==> src/rtl/tmr_pkg.sv <==
package tmr_pkg;

  // Channel count is fixed by the irregular control layout.
  localparam int NUM_CH    = 5;
  localparam int ADDR_CTRL = 'h08;
  localparam int ADDR_IRQ  = 'h44;
  localparam int ST_LSB    = 5;
  localparam logic [31:0] CTRL_MASK = 32'h007F_FF0F;

  // Start bit of a channel's nibble in the control word.
  function automatic int nibBase(input int c);
    return (c == 0) ? 0 : 4 * (c + 1);
  endfunction

  // Auto-reload bit; it moves down one place for the last channel.
  function automatic int arBit(input int c);
    return (c == NUM_CH - 1) ? nibBase(c) + 2 : nibBase(c) + 3;
  endfunction

  function automatic int cntAddr(input int c);
    return 'h0C + 12 * c;
  endfunction

  function automatic int cmpAddr(input int c);
    return 'h10 + 12 * c;
  endfunction

  function automatic int liveAddr(input int c);
    return (c == NUM_CH - 1) ? 'h40 : 'h14 + 12 * c;
  endfunction

  // Strobes and levels sent from the register control to each channel.
  typedef struct packed {
    logic start;
    logic manual;
    logic invert;
    logic autoRld;
    logic wrCnt;
    logic wrCmp;
  } chanCtl_t;

endpackage

==> src/rtl/tmr_regs.sv <==
module tmr_regs
  import tmr_pkg::*;
#(
  parameter int CNT_W  = 16,
  parameter int DATA_W = 32,
  parameter int ADDR_W = 8
) (
  input  logic              clk,
  input  logic              rstN,
  input  logic              regWr,
  input  logic [ADDR_W-1:0] regAddr,
  input  logic [DATA_W-1:0] regWdata,
  input  logic [NUM_CH-1:0] expire,
  input  logic [CNT_W-1:0]  liveCnt [NUM_CH],
  input  logic [CNT_W-1:0]  cntBuf  [NUM_CH],
  input  logic [CNT_W-1:0]  cmpBuf  [NUM_CH],
  output chanCtl_t          chCtl   [NUM_CH],
  output logic [DATA_W-1:0] rdData,
  output logic [NUM_CH-1:0] irqEn,
  output logic [NUM_CH-1:0] irqOut
);

  localparam logic [DATA_W-1:0] WMASK = DATA_W'(CTRL_MASK);

  logic [DATA_W-1:0] ctrlQ;
  logic [NUM_CH-1:0] irqEnQ;
  logic [NUM_CH-1:0] irqStQ;
  logic [NUM_CH-1:0] stClr;
  logic              wrCtrl;
  logic              wrIrq;

  assign wrCtrl = regWr && (regAddr == ADDR_W'(ADDR_CTRL));
  assign wrIrq  = regWr && (regAddr == ADDR_W'(ADDR_IRQ));
  assign stClr  = wrIrq ? regWdata[ST_LSB +: NUM_CH] : '0;

  always_ff @(posedge clk or negedge rstN) begin
    if (!rstN) begin
      ctrlQ <= '0;
    end else if (wrCtrl) begin
      ctrlQ <= regWdata & WMASK;
    end
  end

  // A new expiry wins over a clear written in the same cycle.
  always_ff @(posedge clk or negedge rstN) begin
    if (!rstN) begin
      irqEnQ <= '0;
      irqStQ <= '0;
    end else begin
      if (wrIrq) irqEnQ <= regWdata[NUM_CH-1:0];
      irqStQ <= (irqStQ & ~stClr) | (expire & irqEnQ);
    end
  end

  assign irqEn  = irqEnQ;
  assign irqOut = irqEnQ & irqStQ;

  always_comb begin
    for (int c = 0; c < NUM_CH; c++) begin
      chCtl[c].start   = ctrlQ[nibBase(c)];
      chCtl[c].manual  = ctrlQ[nibBase(c) + 1];
      chCtl[c].invert  = (c < NUM_CH - 1) ? ctrlQ[nibBase(c) + 2] : 1'b0;
      chCtl[c].autoRld = ctrlQ[arBit(c)];
      chCtl[c].wrCnt   = regWr && (regAddr == ADDR_W'(cntAddr(c)));
      chCtl[c].wrCmp   = (c < NUM_CH - 1) && regWr &&
                         (regAddr == ADDR_W'(cmpAddr(c)));
    end
  end

  always_comb begin
    rdData = '0;
    if (regAddr == ADDR_W'(ADDR_CTRL)) rdData = ctrlQ;
    if (regAddr == ADDR_W'(ADDR_IRQ)) begin
      rdData[NUM_CH-1:0]         = irqEnQ;
      rdData[ST_LSB +: NUM_CH]   = irqStQ;
    end
    for (int c = 0; c < NUM_CH; c++) begin
      if (regAddr == ADDR_W'(cntAddr(c))) rdData = DATA_W'(cntBuf[c]);
      if ((c < NUM_CH - 1) && (regAddr == ADDR_W'(cmpAddr(c))))
        rdData = DATA_W'(cmpBuf[c]);
      if (regAddr == ADDR_W'(liveAddr(c))) rdData = DATA_W'(liveCnt[c]);
    end
  end

endmodule

==> src/rtl/tmr_chan.sv <==
module tmr_chan
  import tmr_pkg::*;
#(
  parameter int CNT_W = 16
) (
  input  logic             clk,
  input  logic             rstN,
  input  chanCtl_t         ctl,
  input  logic [CNT_W-1:0] wdata,
  input  logic             tick,
  output logic [CNT_W-1:0] liveCnt,
  output logic [CNT_W-1:0] cntBufQ,
  output logic [CNT_W-1:0] cmpBufQ,
  output logic             expire,
  output logic             toggleOut
);

  logic [CNT_W-1:0] cnt;
  logic [CNT_W-1:0] cmp;
  logic [CNT_W-1:0] cntDec;
  logic             toggleRaw;
  logic             done;
  logic             running;

  assign running = ctl.start && !ctl.manual && !done;
  assign expire  = running && tick && (cnt == '0);
  assign cntDec  = cnt - 1'b1;

  always_ff @(posedge clk or negedge rstN) begin
    if (!rstN) begin
      cntBufQ <= '0;
      cmpBufQ <= '0;
    end else begin
      if (ctl.wrCnt) cntBufQ <= wdata;
      if (ctl.wrCmp) cmpBufQ <= wdata;
    end
  end

  always_ff @(posedge clk or negedge rstN) begin
    if (!rstN) begin
      cnt       <= '0;
      cmp       <= '0;
      toggleRaw <= 1'b0;
      done      <= 1'b0;
    end else if (ctl.manual) begin
      cnt       <= cntBufQ;
      cmp       <= cmpBufQ;
      toggleRaw <= 1'b0;
      done      <= 1'b0;
    end else if (running && tick) begin
      if (cnt == '0) begin
        if (ctl.autoRld) begin
          cnt       <= cntBufQ;
          cmp       <= cmpBufQ;
          toggleRaw <= 1'b0;
        end else begin
          done <= 1'b1;
        end
      end else begin
        cnt <= cntDec;
        if (cntDec == cmp) toggleRaw <= 1'b1;
      end
    end
  end

  assign liveCnt   = cnt;
  assign toggleOut = toggleRaw ^ ctl.invert;

endmodule

==> src/rtl/quint_timer.sv <==
module quint_timer
  import tmr_pkg::*;
#(
  parameter int CNT_W  = 16,
  parameter int DATA_W = 32,
  parameter int ADDR_W = 8
) (
  input  logic              clk,
  input  logic              rstN,
  input  logic              regWr,
  input  logic [ADDR_W-1:0] regAddr,
  input  logic [DATA_W-1:0] regWdata,
  output logic [DATA_W-1:0] rdData,
  input  logic [NUM_CH-1:0] tickEn,
  output logic [NUM_CH-1:0] irqOut,
  output logic [NUM_CH-1:0] toggleOut
);

  chanCtl_t          chCtl   [NUM_CH];
  logic [CNT_W-1:0]  liveCnt [NUM_CH];
  logic [CNT_W-1:0]  cntBuf  [NUM_CH];
  logic [CNT_W-1:0]  cmpBuf  [NUM_CH];
  logic [NUM_CH-1:0] expire;
  logic [NUM_CH-1:0] irqEn;

  tmr_regs #(.CNT_W(CNT_W), .DATA_W(DATA_W), .ADDR_W(ADDR_W)) uRegs (
    .clk      (clk),
    .rstN     (rstN),
    .regWr    (regWr),
    .regAddr  (regAddr),
    .regWdata (regWdata),
    .expire   (expire),
    .liveCnt  (liveCnt),
    .cntBuf   (cntBuf),
    .cmpBuf   (cmpBuf),
    .chCtl    (chCtl),
    .rdData   (rdData),
    .irqEn    (irqEn),
    .irqOut   (irqOut)
  );

  for (genvar c = 0; c < NUM_CH; c++) begin : g_chan
    tmr_chan #(.CNT_W(CNT_W)) uChan (
      .clk       (clk),
      .rstN      (rstN),
      .ctl       (chCtl[c]),
      .wdata     (regWdata[CNT_W-1:0]),
      .tick      (tickEn[c]),
      .liveCnt   (liveCnt[c]),
      .cntBufQ   (cntBuf[c]),
      .cmpBufQ   (cmpBuf[c]),
      .expire    (expire[c]),
      .toggleOut (toggleOut[c])
    );
  end

endmodule

==> config.mk <==
export PLATFORM = sky130hd
export DESIGN_NAME = quint_timer
export DESIGN_NICKNAME = d
export VERILOG_FILES = /design/src/rtl/tmr_pkg.sv /design/src/rtl/tmr_regs.sv /design/src/rtl/tmr_chan.sv /design/src/rtl/quint_timer.sv
export SDC_FILE = /design/constraint.sdc
export NUM_CORES = 1
export LEC_CHECK = 0
export BUFFER_PORTS_ARGS = -buffer_cell sky130_fd_sc_hd__buf_2
export CORE_MARGIN = 4
export CORE_UTILIZATION = 41
export CTS_CLUSTER_SIZE = 10
export DETAILED_ROUTE_END_ITERATION = 16
export HOLD_SLACK_MARGIN = 0.12
export MAX_ROUTING_LAYER = met4
export PLACE_DENSITY = 0.61
export SYNTH_ARGS = -nofsm -noshare
export SYNTH_HDL_FRONTEND = slang
export SYNTH_SLANG_ARGS = --single-unit
==> constraint.sdc <==
create_clock -name clk -period 3.2 [get_ports clk]
set_input_delay 0.16 -clock clk [delete_from_list [all_inputs] [get_ports clk]]
set_output_delay 0.16 -clock clk [all_outputs]
set_load 0.1 [all_outputs]
==> results of run 1 <==
==> kinds of logic after synthesis <==
kind of cell             Yosys count
other                              1
AO/OA/AOI/OAI                    529
AND/OR/NAND/NOR                  588
buffers and inverters            198
XOR/XNOR                          95
adder cells (fa/ha/maj)           11
multiplexers                     242
flip-flops                       327
==> critical path, cell delays in order <==
cell,delay (ps)
buf_2,170
nor4b_2,430
buf_4,250
nand2_1,270
a21oi_1,210
a31oi_1,70
o21ai_0,450
buf_4,200
nand3_1,80
a221o_1,400
buf_12,200
==> layout make-up <==
type                    instances  area share, %
repair buffers                172           6.49
diodes                          1         0.0116
clock buffers                  53           5.05
inverters                      36          0.625
well taps                     600           3.47
clock inverters                 5          0.150
multi-input cells            1474           46.3
flip-flops and latches        327           37.9
==> flip-flops by register name (all words and copies together) (netlist names) <==
signal,count
g_chan.uChan.cntBufQ,80
g_chan.uChan.liveCnt,80
g_chan.uChan.cmpBufQ,64
g_chan.uChan.cmp,64
uRegs.ctrlQ,19
g_chan.uChan.done,5
g_chan.uChan.toggleRaw,5
uRegs.irqEn,5
uRegs.irqStQ,5
==> worst paths after layout <==
path	from	end	depth (start not counted)
min in group asynchronous	rstN	uRegs.irqStQ[3]	2
worst max-delay path	regAddr[5]	rdData[0]	11
worst min register to register	g_chan[1].uChan.cmp[12]	g_chan[1].uChan.cmp[12]	2
worst min-delay path	regWdata[15]	g_chan[3].uChan.cmpBufQ[15]	2
max in group asynchronous	rstN	g_chan[2].uChan.cmp[6]	3
worst max register to register	g_chan[3].uChan.liveCnt[0]	g_chan[3].uChan.toggleRaw	9
==> per-stage QoR <==
step	power [mW]	setup slack [ps]	util, %	area (µm²)	cells
2_1_floorplan	8.25	-49.9	-	19100	1999
4_1_cts	13.8	246	47.4	21600	2667
3_5_place_dp	9.63	251	44.7	20400	2596
6_report	13.7	123	47.4	21600	2668
3_3_place_gp	9.55	298	44.7	20400	2596
5_1_grt	14.5	26.3	47.4	21600	2667
==> cell usage in the layout, fill, tap and decap left out, types with 8 or more instances in the layout <==
cell type      count
dfrtp_1          327
mux2_2           208
nand2_1          191
o21ai_0          176
a21oi_1          138
nor2_1           136
buf_4             85
xnor2_1           66
nor3_1            61
buf_2             56
clkbuf_16         41
nand3_1           39
inv_1             36
xor2_1            29
nor4_1            26
a22oi_1           25
mux2i_1           25
a31oi_1           24
a221o_1           23
o22ai_1           20
and2_1            17
buf_12            17
or3_1             13
nor3b_1           13
o211ai_1          13
o311ai_0          13
dlygate4sd3_1     13
nand4_1           11
ha_1              11
nand2b_1          10
nor2b_1           10
clkbuf_1          10
nand3b_1           9
mux2_4             9
conb_1             9
a211oi_1           8
==> what timing repair did <==
| action | CTS | global route |
|---|---|---|
| hold buffers | 13 | 0 |
| setup buffers | 0 | 0 |
| endpoints found under the hold margin | 89 | 0 |
==> cells in the mapped netlist (all sizes together) (11+ instances only) <==
cell	instances
or3	14
nor3	63
and2	18
mux2	217
o211ai	13
nor4	29
nand2	194
nor3b	14
inv	36
a221o	23
o21ai	180
nor2	139
a22oi	25
a21oi	141
mux2i	25
o311ai	13
clkbuf	93
dfrtp	327
buf	69
xor2	29
o22ai	20
a31oi	24
ha	11
xnor2	66
nand4	11
nand3	39
==> power breakdown <==
group          internal [mW]  switching, mW  total, mW
Combinational           1.68           2.49       4.17
Clock                   2.36           1.75       4.11
Sequential              4.60          0.850       5.45
==> routing by layer <==
layer,vias to the layer above,GRT usage [%],wire [µm]
met1,8173,36.5,29100
met4,0,9.64,2610
li1,7358,-,-
met5,-,-,0
met3,140,4.84,4800
met2,612,42.1,31300
==> out/qor.txt, run 1 <==
Num rows -> 78
Mux cell area share after synthesis -> 14.4%
Worst Setup End Kind -> output port
Post-CTS sizing -> 0
Status -> complete, no violations
Post-synth top area cell -> dfrtp_1
Tcrit/Tclk final -> 96.2%
Core ar. -> 0.0456 mm²
I/O pin total -> 90
Adder-cell share of the synthesized area -> 0.726%
Final Hold Viols -> 0
Area grow syn2layout -> 14.1%
Via-to-Cell Ratio -> 6.10
Number of buffers created by CTS -> 40
Clock skew -> 15.0 ps
WP data required -> 3040 ps
Synth Register Bits -> 327
Reg clk slew, reported paths -> 60 ps
Number of global-route vias before repair -> 16000
Synth cell types -> 82
Area of the die -> 0.0497 mm²
Wire per inst -> 25.4 µm
Register area -> 0.00818 mm²
Root Buffer -> clkbuf_16
Share of layout cells above drive strength 1 -> 22.6%
DR iter-0 viols -> 1527
Cell Area, Synth -> 0.0190 mm²
Max Buffers Root-to-Sink -> 3
Peak supply drop -> 0.495 mV
RSZ-0062 raised after global routing -> no
Hold Crit Class -> in2reg
Antenna Nets Post-Route -> 0
Gpl congestion -> 0.980
DRC violations left -> 0
Post-Synthesis Cells -> 1991
R2r setup slk -> 280 ps
Total negative slack -> 0 ps
Avg Cell Area, Syn -> 9.52 µm²
Worst Path Arrival -> 2920 ps
Sequential share of the synthesized area -> 43.2%
H-tree depth -> 2
Global-route wire length before repair -> 102 mm
Fillers -> 4251
GRT Util Overall -> 27.3%
Min Tclk post-route -> 3080 ps
Multi-input combinational cell area -> 0.0100 mm²
Power Density -> 635 mW/mm²
Crit start category -> input port
Synth top area cells -> dfrtp_1 (43%), mux2_2 (12%), o21ai_0 (4.7%), nand2_1 (3.8%), a21oi_1 (3.7%)
CTS tree -> done
Combinational family with the most area after synthesis -> compound AO/OA/AOI/OAI gates
IO buf count -> 71
Total iterations of the first detailed-routing run -> 7
Fin. max-slew vios -> 0
Die height -> 223 µm
Slew headroom -> 13.6%
Post-DP HPWL -> 49.5 mm
TritonCTS Sinks -> 327
Total Nets Final -> 2110
Worst-Skew Late Latency -> 560 ps
Static leakage -> 9.70 nW
Crit Path Max Fanout -> 10
Initial Utilization -> 41.6%
GR Overflow Total -> 0
Xor and xnor area share after synthesis -> 4.39%
Hold WS -> 149 ps
Synth warn -> 0
Largest net degree at the start of global routing -> 99
Fmax -> 0.325 GHz
Post-synth top flop -> dfrtp_1
Tightest Pin Transition -> 1290 ps
Initial antenna violation count -> 2
Synth async-reset ratio -> 100%
Final WL -> 67.8 mm
Class of the most critical setup path -> in2out
Simple-Gate Fraction of Synth Area -> 15.3%
Via count -> 16300
Finish-stage setup viols -> 0
Maxcap violations -> 0
Die span in x -> 223 µm
Compound-Gate Fraction of Synth Area -> 17.4%
Yosys top cell area share -> 43.2%
Number of synthesized flops with an enable pin -> 0
Power figures use the tool's default switching activity.
==> run 2, diff against run 1 <==
==> constraint.sdc (replaced) <==
create_clock -name clk -period 3.4 [get_ports clk]
set_input_delay 0.17 -clock clk [delete_from_list [all_inputs] [get_ports clk]]
set_output_delay 0.17 -clock clk [all_outputs]
set_load 0.1 [all_outputs]
==> out/qor.txt, run 2 (same netlist as run 1, synthesis figures left out) <==
Status -> complete, no violations
Via count -> 16600 (+1.8%)
Tcrit/Tclk final -> 94.5%
DRC violations left -> 0 (unchanged)
Post-Layout Cell Count -> 2676 (+0.30%)
Power consumption -> 13.0 mW (-5.0%)
Commonest non-fill, non-tap cell in the layout -> dfrtp_1
Worst Setup Slack, final -> 185 ps (+62.8 ps)
Fmax -> 0.311 GHz
CP peak stage delay -> 970 ps (+520 ps)
DR iter-0 viols -> 1740 (+14%)
Internal cell power -> 8.24 mW (-4.7%)
Hold WS -> 133 ps (-16.8 ps)
Gpl congestion -> 1.04 (+5.8%)
Area after DPL -> 0.0203 mm² (-0.30%)
Fillers -> 4310 (+1.4%)
R2r setup slk -> 310 ps (+30 ps)
Slew headroom -> 17.5% (+3.9 points)
Core ar. -> 0.0456 mm² (unchanged)
Flop pwr share -> 39.6% (about the same)
Static leakage -> 9.75 nW (+0.58%)
Share of layout cells above drive strength 1 -> 22.8% (+0.24 points)
Final core utilization -> 47.4% (about the same)
Area of the die -> 0.0497 mm² (unchanged)
GRT Util Overall -> 27.6% (+0.27 points)
Worst-Skew Late Latency -> 570 ps (about the same)
I/O pin total -> 90 (unchanged)
Family with the most delay on the worst path -> compound AO/OA/AOI/OAI gates
Worst hold start -> tickEn[1]
Die span in x -> 223 µm (unchanged)
Net Sw Power -> 4.80 mW (-5.6%)
Tightest Pin Transition -> 1230 ps (-58.1 ps)
Critical path depth in cells -> 6 (-5)
Total iterations of the first detailed-routing run -> 6 (-1)
Hold path depth -> 4 (+2)
Initial antenna violation count -> 1 (-1)
Min Tclk post-route -> 3210 ps
Total negative slack -> 0 ps (unchanged)
Worst Path Arrival -> 3040 ps (+120 ps)
Die height -> 223 µm (unchanged)
Area grow syn2layout -> 14.1% (about the same)
Slowest CP cell -> o311ai_0
TritonCTS Sinks -> 327 (unchanged)
Peak supply drop -> 0.404 mV (-18%)
Cell area after layout -> 0.0216 mm² (about the same)
Largest net degree at the start of global routing -> 105 (+6.1%)
Clock power frac -> 30.8% (+0.9 points)
Number of global-route vias before repair -> 16200 (+1.4%)
Reg2reg start -> g_chan[0].uChan.liveCnt[0]
Class of the most critical setup path -> reg2out
Crit Path Max Fanout -> 6 (-4)
GR Overflow Total -> 0 (unchanged)
Post-DP HPWL -> 49.5 mm (about the same)
Hold Crit Class -> in2reg
Commonest non-fill, non-tap cells in the layout -> dfrtp_1 (327), mux2_2 (208), nand2_1 (191)
Final WL -> 68.3 mm (+0.74%)
Num rows -> 78 (unchanged)
Initial Utilization -> 41.6% (unchanged)
R2R depth -> 10 (+1)
Wire per inst -> 25.5 µm (+0.44%)
Clock skew -> 23.7 ps (+8.74 ps)
DP Worst Slack -> 314 ps (+62.2 ps)
H-tree depth -> 2 (unchanged)
Comb pwr share -> 29.7% (-0.7 points)
Root Buffer -> clkbuf_16
Power Density -> 603 mW/mm² (-5.1%)
ANT cells -> 0 (-1)
Crit start category -> flip-flop
RSZ-0062 raised after global routing -> no
Via-to-Cell Ratio -> 6.19 (+1.5%)
WP data required -> 3230 ps (+190 ps)
Fin. max-slew vios -> 0 (unchanged)
Max Buffers Root-to-Sink -> 3 (unchanged)
Finish-stage setup viols -> 0 (unchanged)
Antenna Nets Post-Route -> 0 (unchanged)
Final Hold Viols -> 0 (unchanged)
Reg clk slew, reported paths -> 50 ps (about the same)
Cells after DPL -> 2603 (+0.27%)
Number of buffers created by CTS -> 41 (+2.5%)
Post-CTS sizing -> 0 (unchanged)
Worst hold endpoint -> g_chan[1].uChan.liveCnt[9]
Sw frac -> 36.8% (-0.21 points)
Buffers and inverters on the worst path -> 1 (-3)
Maxcap violations -> 0 (unchanged)
Worst Setup End Kind -> output port
Total Nets Final -> 2118 (+0.38%)
Reg-to-Reg End -> g_chan[0].uChan.toggleRaw
Number of setup buffers added after CTS -> 0 (unchanged)
Worst path cell trace -> mux2i_1, nor2_1, o311ai_0, a21oi_1, a221o_1, buf_2
IO buf count -> 71 (unchanged)
CTS tree -> done
Global-route wire length before repair -> 102 mm (+0.52%)
CTS Hold Buffers Added -> 13 (unchanged)
==> run 2: cell types whose count changed in the layout (fill, tap and decap cells not counted), sizes merged <==
cell    delta
buf        +7
clkbuf     +2
diode      -1
==> run 2: how the worst max path moves through the flow <==
stage,start,endpoint,slack (ps)
CTS,g_chan[1].uChan.liveCnt[12],rdData[12],250
finish,g_chan[1].uChan.liveCnt[12],rdData[12],190
global route,regAddr[2],rdData[1],100
floorplan,regAddr[3],rdData[7],60
detailed placement,regAddr[5],rdData[0],310
global placement,regAddr[5],rdData[0],320
==> run 2: power groups by stage <==
stage	Clock, mW	Sequential [mW]	Combinational, mW
6_report	4.01	5.16	3.87
5_1_grt	4.26	5.23	4.25
4_1_cts	4.10	5.14	3.84
3_5_place_dp	0	5.21	3.81
3_3_place_gp	0	5.19	3.71
2_1_floorplan	0	4.69	3.07
==> run 2: area by class of cell <==
cell class | instances | area [µm²] | share of cell area (%)
tap | 600 | 751 | 3.47
sequential | 327 | 8180 | 37.8
inverter | 36 | 135 | 0.625
clock inverter | 5 | 32.5 | 0.150
timing repair buffer | 179 | 1390 | 6.43
clock buffer | 55 | 1160 | 5.37
multi-input combinational | 1474 | 9970 | 46.1
==> run 2: worst min-delay path, stage by stage <==
cell and delay (ps):
buf_2 90, nand3b_1 190, o21ai_0 120, o311ai_0 90
==> run 2: layer usage <==
metal / GRT usage (%) / wire length, µm / vias to the layer above
li1: - / - / 7375
met1: 35.9 / 28600 / 8325
met2: 42.1 / 30900 / 711
met3: 5.89 / 5630 / 160
met4: 11.3 / 3150 / 0
met5: - / 0 / -
